`config.mk`:
```
export PLATFORM = sky130hd
export DESIGN_NAME = glx_link_tx
export DESIGN_NICKNAME = d
export VERILOG_FILES = /design/src/rtl/glx_pkg.sv /design/src/rtl/glx_fourph_in.sv /design/src/rtl/glx_ack_conv.sv /design/src/rtl/glx_nrz_out.sv /design/src/rtl/glx_link_tx.sv
export SDC_FILE = /design/constraint.sdc
export NUM_CORES = 1
export LEC_CHECK = 0
export ABC_AREA = 0
export BUFFER_PORTS_ARGS = -buffer_cell sky130_fd_sc_hd__buf_4
export CAP_MARGIN = 20
export CORE_MARGIN = 1
export CORE_UTILIZATION = 45
export DETAILED_ROUTE_END_ITERATION = 10
export SLEW_MARGIN = 20
export SYNTH_ARGS = -nofsm -noshare
export SYNTH_HDL_FRONTEND = slang
export SYNTH_SLANG_ARGS = --single-unit
export TNS_END_PERCENT = 30
```
`constraint.sdc`:
```
create_clock -name clk -period 16.9 [get_ports clk]
set_input_delay 2.535 -clock clk [delete_from_list [all_inputs] [get_ports clk]]
set_output_delay 2.535 -clock clk [all_outputs]
set_load 0.1 [all_outputs]
```
`src/rtl/glx_pkg.sv`:
```
package glx_pkg;
  localparam int IW       = 6;   // on-chip data wires
  localparam int IHOT     = 3;   // ones per on-chip code
  localparam int OW       = 7;   // link wires
  localparam int OHOT     = 2;   // wires flipped per symbol
  localparam int NW       = 4;   // flit width
  localparam int EOP_RANK = 2 ** NW;
  localparam int SYMS     = EOP_RANK + 1;
  localparam int SW       = $clog2(SYMS);

  // position of an input code among all IHOT-hot codes, ascending
  function automatic int in_rank(input logic [IW-1:0] c);
    int n;
    n = 0;
    for (int v = 0; v < 2 ** IW; v++) begin
      if (v < int'(c) && $countones(v[IW-1:0]) == IHOT) n++;
    end
    return n;
  endfunction

  function automatic logic in_valid(input logic [IW-1:0] c);
    return ($countones(c) == IHOT) && (in_rank(c) < EOP_RANK);
  endfunction

  // r-th OHOT-hot link code in ascending numeric order
  function automatic logic [OW-1:0] out_code(input int r);
    logic [OW-1:0] res;
    int n;
    res = '0;
    n = 0;
    for (int v = 0; v < 2 ** OW; v++) begin
      if ($countones(v[OW-1:0]) == OHOT) begin
        if (n == r) res = v[OW-1:0];
        n++;
      end
    end
    return res;
  endfunction
endpackage

```
`src/rtl/glx_fourph_in.sv`:
```
module glx_fourph_in
  import glx_pkg::*;
(
  input  logic          clk,
  input  logic          rst,
  input  logic [IW-1:0] din,
  input  logic          eop_req,
  input  logic          slot_free,
  output logic          in_ack,
  output logic          cap_valid,
  output logic [SW-1:0] cap_sym
);
  logic busy;
  logic pat_data_ok, pat_eop_ok, rtz, take;

  always_comb begin
    pat_data_ok = !eop_req && in_valid(din);
    pat_eop_ok  = eop_req && (din == '0);
    rtz         = !eop_req && (din == '0);
    take        = !busy && slot_free && (pat_data_ok || pat_eop_ok);
    cap_valid   = take;
    cap_sym     = pat_eop_ok ? SW'(EOP_RANK) : SW'(in_rank(din));
  end

  always_ff @(posedge clk) begin
    if (rst) busy <= 1'b0;
    else if (take) busy <= 1'b1;
    else if (busy && rtz) busy <= 1'b0;
  end

  assign in_ack = busy;

  // acknowledge only follows a legal flit or marker
  assert_accept_ok_R3: assert property (@(posedge clk) disable iff (rst)
    $rose(in_ack) |-> $past(pat_data_ok || pat_eop_ok));
  // release only after return to zero
  assert_rtz_R5: assert property (@(posedge clk) disable iff (rst)
    $fell(in_ack) |-> $past(rtz));
endmodule

```
`src/rtl/glx_ack_conv.sv`:
```
module glx_ack_conv (
  input  logic clk,
  input  logic rst,
  input  logic link_ack,
  output logic ack_evt
);
  logic ack_s, ack_p;

  always_ff @(posedge clk) begin
    if (rst) begin
      ack_s <= 1'b0;
      ack_p <= 1'b0;
    end else begin
      ack_s <= link_ack;
      ack_p <= ack_s;
    end
  end

  // either edge yields one event, independent of level
  assign ack_evt = ack_s ^ ack_p;
endmodule

```
`src/rtl/glx_nrz_out.sv`:
```
module glx_nrz_out
  import glx_pkg::*;
(
  input  logic          clk,
  input  logic          rst,
  input  logic          cap_valid,
  input  logic [SW-1:0] cap_sym,
  input  logic          ack_evt,
  output logic          slot_free,
  output logic          awaiting,
  output logic          send,
  output logic [OW-1:0] wires
);
  logic          hv;
  logic [SW-1:0] hs;
  logic [OW-1:0] code_tab [SYMS];
  logic [OW-1:0] flip;

  for (genvar g = 0; g < SYMS; g++) begin : g_tab
    assign code_tab[g] = out_code(g);
  end

  always_comb begin
    send      = hv && !awaiting;
    slot_free = !hv;
    flip      = (int'(hs) < SYMS) ? code_tab[hs] : '0;
  end

  always_ff @(posedge clk) begin
    if (rst) begin
      hv       <= 1'b0;
      hs       <= '0;
      awaiting <= 1'b0;
      wires    <= '0;
    end else begin
      if (send) begin
        wires    <= wires ^ flip;
        hv       <= 1'b0;
        awaiting <= 1'b1;
      end else if (awaiting && ack_evt) begin
        awaiting <= 1'b0;
      end
      if (cap_valid) begin
        hv <= 1'b1;
        hs <= cap_sym;
      end
    end
  end

  assert_two_wires_R6: assert property (@(posedge clk) disable iff (rst)
    (wires != $past(wires)) |-> ($countones(wires ^ $past(wires)) == OHOT));
  assert_wait_ack_R8: assert property (@(posedge clk) disable iff (rst)
    (awaiting && !ack_evt) |=> $stable(wires));
  assert_ack_clears_R9: assert property (@(posedge clk) disable iff (rst)
    (awaiting && ack_evt) |=> !awaiting);
  assert_absorb_R10: assert property (@(posedge clk) disable iff (rst)
    (!awaiting && ack_evt && !send) |=> !awaiting);
  assert_hold_keep_R11: assert property (@(posedge clk) disable iff (rst)
    (hv && !send) |=> (hv && $stable(hs)));
endmodule

```
`src/rtl/glx_link_tx.sv`:
```
module glx_link_tx
  import glx_pkg::*;
(
  input  logic          clk,
  input  logic          rst,
  input  logic [IW-1:0] in_data,
  input  logic          in_eop,
  output logic          in_ack,
  output logic [OW-1:0] link_out,
  input  logic          link_ack
);
  logic          slot_free, cap_valid, ack_evt, awaiting, send;
  logic [SW-1:0] cap_sym;

  glx_fourph_in u_in (
    .clk(clk), .rst(rst), .din(in_data), .eop_req(in_eop),
    .slot_free(slot_free), .in_ack(in_ack),
    .cap_valid(cap_valid), .cap_sym(cap_sym)
  );

  glx_ack_conv u_ack (
    .clk(clk), .rst(rst), .link_ack(link_ack), .ack_evt(ack_evt)
  );

  glx_nrz_out u_out (
    .clk(clk), .rst(rst), .cap_valid(cap_valid), .cap_sym(cap_sym),
    .ack_evt(ack_evt), .slot_free(slot_free), .awaiting(awaiting),
    .send(send), .wires(link_out)
  );
endmodule

```
== Yosys cells after proc, flatten, opt, wreduce, memory -nomap -nowiden ==
Memories as Yosys holds them, arrays and structs flattened.
Index checks and enable logic that the tools add are counted.
W data, S select, Z words.

* Add/sub/neg operators: 24
* Multiplexer cells: 30
* $lt $le $gt $ge: 23
* Eq/ne operators: 1
* Reductions and logical operators: 18
* Bitwise operators: 3

{| class="wikitable"
|+ Operators with widths
! kind !! count
|-
| $add A32 B2 Y32 const B || 19
|-
| $mux W32 || 19
|-
| $add A32 B32 Y32 || 2
|-
| $lt A6 B6 Y1 const A || 10
|-
| $lt A5 B6 Y1 const A || 6
|-
| $eq A32 B3 Y1 const B || 1
|-
| $lt A32 B6 Y1 const B || 1
|-
| $mux W7 || 3
|-
| $lt A4 B6 Y1 const A || 3
|-
| $logic_and A1 B1 Y1 || 9
|-
| $mux W1 || 7
|-
| $xor A7 B7 Y7 || 1
|-
| $add A1 B1 Y2 || 3
|-
| $ge A6 B6 Y1 const B || 1
|-
| $logic_not A6 Y1 || 1
|-
| $lt A3 B6 Y1 const A || 1
|-
| $not A5 Y6 || 1
|-
| $reduce_bool A2 Y1 || 3
|-
| $lt A5 B5 Y1 const B || 1
|-
| $mux W5 || 1
|-
| $logic_not A1 Y1 || 4
|-
| $logic_or A1 B1 Y1 || 1
|-
| $xor A1 B1 Y1 || 1
|}

* Register bits after elaboration: 17
* Output and inout port bits: 8
* Memories: 1
* Word-level logic and storage cells: 107
* ROM bits: 224

{| class="wikitable"
|+ Memories
! memory !! words !! bits a word !! read ports !! clocked after memory_dff !! write ports !! RTL line !! source
|-
| (name not given) || 32 || 7 || 1 || 0 || 0 || glx_nrz_out.sv:26 || <nowiki>flip = (int'(hs) < SYMS) ? code_tab[hs] : '0;</nowiki>
|}

== Logic depth before layout (Yosys ltp) ==
* Depth after elaboration: 46
* Mapped depth: 69

== Hierarchy ==
From an unflattened synthesis, not the netlist that was laid out.

* Cell total of the unflattened synthesis: 555
* Area total of the unflattened synthesis: 4,314.1 um^2

{| class="wikitable"
|+ By module, submodules not included
! module !! area an instance (um^2) !! times used !! cells an instance
|-
| glx_fourph_in || 3,453.3 || 1 || 463
|-
| glx_nrz_out || 799.5 || 1 || 87
|-
| glx_ack_conv || 61.3 || 1 || 5
|}

== Least setup slack after synthesis ==
Ideal clock, no wire load.

* Path kind: input -> register
* Start: in in_data[5]
* End: reg u_out.hs[0]
* Path slack: 2.713 ns
* Arrival: 14.115 ns
* Required time: 16.828 ns
* Stages: 66
* Cells stage by stage: inv_1 > ha_1 > buf_6 > clkbuf_1 > nand2_1 > ha_1 > xor2_1 > ha_1 > nand2_1 > nand2_1 > ha_1 > nor2b_1 > a21oi_1 > ha_1 > inv_1 > mux2_2 > a21oi_2 > ha_1 > [... 30 more ...] > o21ai_0 > ha_1 > o21ai_0 > a21oi_1 > ha_1 > nand2_1 > nand2_1 > ha_1 > nor2_1 > a31oi_1 > ha_1 > nand3_1 > nand2b_1 > o32ai_1 > o311ai_1 > and2_1 > o21ai_4 > mux2i_1

* Cells in the longest elaborated chain, start to end: 45
* Elaborated cells on any way between the ends: 70
* Classes of those cells: add/sub: 21; order compare: 21; eq/ne: 1; mux: 21; reduce/logical: 6

{| class="wikitable"
|+ Ends and longest elaborated chain
! element !! RTL line !! source
|-
| start: declaration || glx_link_tx.sv:6 || <nowiki>input logic [IW-1:0] in_data,</nowiki>
|-
| $lt A3 B6 Y1 || glx_pkg.sv:16 || <nowiki>if (v < int'(c) && $countones(v[IW-1:0]) == IHOT) n++;</nowiki>
|-
| $mux W1 || glx_pkg.sv:16 ||
|-
| $add A32 B2 Y32 || glx_pkg.sv:16 ||
|-
| $mux W32 || glx_pkg.sv:16 ||
|-
| $add A32 B2 Y32 || glx_pkg.sv:16 ||
|-
| $mux W32 || glx_pkg.sv:16 ||
|-
| $add A32 B2 Y32 || glx_pkg.sv:16 ||
|-
| $mux W32 || glx_pkg.sv:16 ||
|-
| [... 29 more ...] || -- ||
|-
| $mux W32 || glx_pkg.sv:16 ||
|-
| $add A32 B2 Y32 || glx_pkg.sv:16 ||
|-
| $mux W32 || glx_pkg.sv:16 ||
|-
| $lt A32 B6 Y1 || glx_pkg.sv:22 || <nowiki>return ($countones(c) == IHOT) && (in_rank(c) < EOP_RANK);</nowiki>
|-
| $logic_and A1 B1 Y1 || glx_pkg.sv:22 ||
|-
| $logic_and A1 B1 Y1 || glx_fourph_in.sv:17 || <nowiki>pat_data_ok = !eop_req && in_valid(din);</nowiki>
|-
| $logic_or A1 B1 Y1 || glx_fourph_in.sv:20 || <nowiki>take = !busy && slot_free && (pat_data_ok || pat_eop_ok);</nowiki>
|-
| $logic_and A1 B1 Y1 || glx_fourph_in.sv:20 ||
|-
| end signal: assignment || glx_nrz_out.sv:45 || <nowiki>hs <= cap_sym;</nowiki>
|-
| end: declaration || glx_nrz_out.sv:15 || <nowiki>logic [SW-1:0] hs;</nowiki>
|}

Parallel ways exist; a longest one is shown, timed or not.
A chain may end at the register's enable or synchronous reset.

== Worst setup path after layout ==
* Start: in in_data[5]
* End: reg u_out.hs[2]

Same word-level chain as after synthesis.

==> reports/qor.yml <==
run_status:
  status: "complete, no violations"
yosys:
  yosys_warnings: 0
  yosysUniqueCellTypes: 87
  synth.area.top_cells: "ha_1 (11%), dfxtp_1 (8.1%), xnor2_1 (6.9%)"
  seq_area_frac_synth_pct: 8.11
  syn_area_mm2: 0.00420
  synthArstFlopShare_pct: 0
  synth_edf_count: 0
  syn_avg_cell_area_um2: 7.88
  synth_cells: 533
  synth_largest_area_cell: "ha_1"
  ys.flop_type: "dfxtp_1"
  ys_seq_elements: 17
  synth_top_area_share_pct: 11.0
  syn_nets: 582
floorplan:
  core_area_mm2: 0.00889
  die_y_um: 98.6
  dieArea_mm2: 0.00972
  row_count: 34
  dieWidth_um: 98.6
  start_util_pct: 47.2
  ios: 18
sta:
  finalMaxSlewViolations: 0
  setup_violations: 0
  rsz0062_at_grt: "false"
  setup_tns_ps: 0
  worst_slew_pin_slew_ps: 709
  finClkSkew_ps: 3.76
  clock.fmax_mhz: 64.7
  period_share_pct: 91.4
  period_needed_ps: 15450
  slew_headroom_pct: 52.7
  hold_slack_ps: 476
  final_hold_viol_count: 0
  worst_slack_ps: 1450
cts:
  clk_latency_ps: 250
  cts_buffer_depth: 2
  cts_tree: "yes"
  post-cts-setup-buffer-count: 0
  postCtsHoldBufs: 0
  cts.sinks: 17
  cts_resized: 0
  root_buffer: "clkbuf_8"
  h-tree-depth: 1
  cts_inserted_buffers: 3
  clkTransAtPathRegs_ps: 70
placement:
  port_buffers: 17
  place_congestion: 0.846
  place_ws_ps: 1220
  post-dp-hpwl_mm: 7.37
critical_path:
  critPathMaxFanout: 17
  r2r_slack_ps: 15150
  cp_slowest_cell: "ha_1"
  worstSetupEndpointType: "flop"
  required_ps: 17080
  crit_type: "in -> reg"
  crit_top_cell: "ha_1"
  cpPeakStageDelay_ps: 630
  start_kind: "input pin"
  crit_arrival_ps: 15630
cells_and_area:
  drive_above_1_share_pct: 13.7
  fillers: 863
  area_delta_synth_final_pct: 5.60
  finalNetCount: 591
  num_antenna_cells: 0
worst_hold_path:
  hold_class: "reg -> reg"
global_route:
  grt_pass1_wl_mm: 16.0
  grt_use_total_pct: 19.4
  grt_pass1_vias: 3493
  grt_max_degree: 18
  overflow: 0
  antenna_found_initial: 0
routing:
  firstDrtPassIters: 4
  vias_per_cell: 5.67
  drt-initial-drc-count: 155
  remaining_drc_errors: 0
  vias: 3677
  ant_nets: 0
  wl_per_cell_um: 13.8
  wirelength_mm: 8.94
pwr:
  p_leak_uw: 0.00176
  p_per_area_mw_per_mm2: 181
  total_power_uw: 801
  ir_drop_mv: 0.160
run:
  cap_violations: 0
==> cell type report <==
class                   count  area, um^2  area share (%)
inverters                  30         113            2.54
multi-input cells         473        3670            82.8
well taps                 108         135            3.05
flip-flops and latches     17         340            7.68
clock inverters             1        7.51           0.169
repair buffers             17         128            2.88
clock buffers               3        41.3           0.931
==> path summary, 6_finish.rpt <==
kind                        from             end  cells after the start
setup / recovery      in_data[5]     u_out.hs[2]                     65
hold reg to reg   u_out.awaiting  u_out.awaiting                      2
hold / removal    u_out.awaiting  u_out.awaiting                      2
setup reg to reg     u_out.hs[1]  u_out.wires[1]                      7
==> registers in the layout, indices dropped and copies added (netlist names) <==
name	count
u_in.in_ack	1
u_out.hs	5
u_ack.ack_s	1
u_out.hv	1
u_ack.ack_p	1
u_out.awaiting	1
u_out.wires	7
==> cell families (layout without fill, tap and decap cells) <==
group / count (synthesis) / after routing / share of synthesized area [%]
and+or+nand+nor: 221 / 221 / 27.7
muxes: 22 / 22 / 5.63
buffers and inverters: 43 / 51 / 4.50
AOI/OAI and AO/OA: 115 / 115 / 19.3
xor gates and xnor gates: 76 / 76 / 22.9
DFF: 17 / 17 / 8.11
adders and majority gates: 39 / 39 / 12.0
==> Yosys cell counts (3+ instances only) <==
cell type and n:
nand2_1 65, nor2_1 48, ha_1 37, xnor2_1 33, inv_1 30, a21oi_1 26
nand3_1 23, o21ai_0 23, xor2_1 21, dfxtp_1 17, mux2i_1 15, nand2b_1 13
nor2b_1 9, clkbuf_1 8, xnor2_2 8, nor3_1 7, a31oi_1 6, and2_1 6
nor4_1 6, nand3b_1 5, xor2_4 5, a211oi_1 4, nand4_1 4, o211ai_1 4
o21a_1 4, o22ai_1 4, or3_1 4, a211o_1 3, a21oi_2 3, and3_1 3
buf_6 3, mux2_2 3, mux2i_2 3, nor3b_1 3, xnor2_4 3, xnor3_2 3
==> layout by cell type (no fill, tap or decap), drive strengths merged, types with 4 or more instances in the layout <==
| cell type | n |
|---|---|
| a211oi | 5 |
| a21boi | 4 |
| a21oi | 29 |
| a31oi | 6 |
| and2 | 7 |
| buf | 17 |
| dfxtp | 17 |
| ha | 37 |
| inv | 30 |
| mux2 | 4 |
| mux2i | 18 |
| nand2 | 66 |
| nand2b | 14 |
| nand3 | 24 |
| nand3b | 5 |
| nand4 | 4 |
| nor2 | 48 |
| nor2b | 11 |
| nor3 | 8 |
| nor4 | 6 |
| o211ai | 5 |
| o21a | 4 |
| o21ai | 26 |
| o22ai | 6 |
| or2 | 6 |
| or3 | 4 |
| xnor2 | 44 |
| xnor3 | 5 |
| xor2 | 27 |
==> critical path: cells and delay by family <==
| kind | cells | cell delay [ps] |
|---|---|---|
| xor gates and xnor gates | 1 | 190 |
| and+or+nand+nor | 17 | 1940 |
| muxes | 5 | 1170 |
| AOI/OAI and AO/OA | 19 | 3210 |
| adders and majority gates | 19 | 6130 |
| buffers and inverters | 4 | 460 |
==> layer usage <==
metal  track usage, %  share of wire (%)  vias up
met5                0                  0        -
met4             3.10               0.67        0
met3            0.922                1.7        6
met2             35.4                 49       52
met1             25.6                 49     1717
li1                 -                  -     1902
==> metrics by stage <==
| step | instance area (um^2) | std cells | utilization (%) |
|---|---|---|---|
| 2_1_floorplan | 4200 | 533 | - |
| 3_3_place_gp | 4380 | 645 | 49.3 |
| 3_5_place_dp | 4380 | 645 | 49.3 |
| 4_1_cts | 4430 | 649 | 49.9 |
| 5_1_grt | 4430 | 649 | 49.9 |
| 6_report | 4430 | 649 | 49.9 |
==> power by group <==
group	internal, uW	switching (uW)
Sequential	46.2	10.3
Clock	16.6	13.9
Combinational	309	405
(Power assumes the default switching activity.)
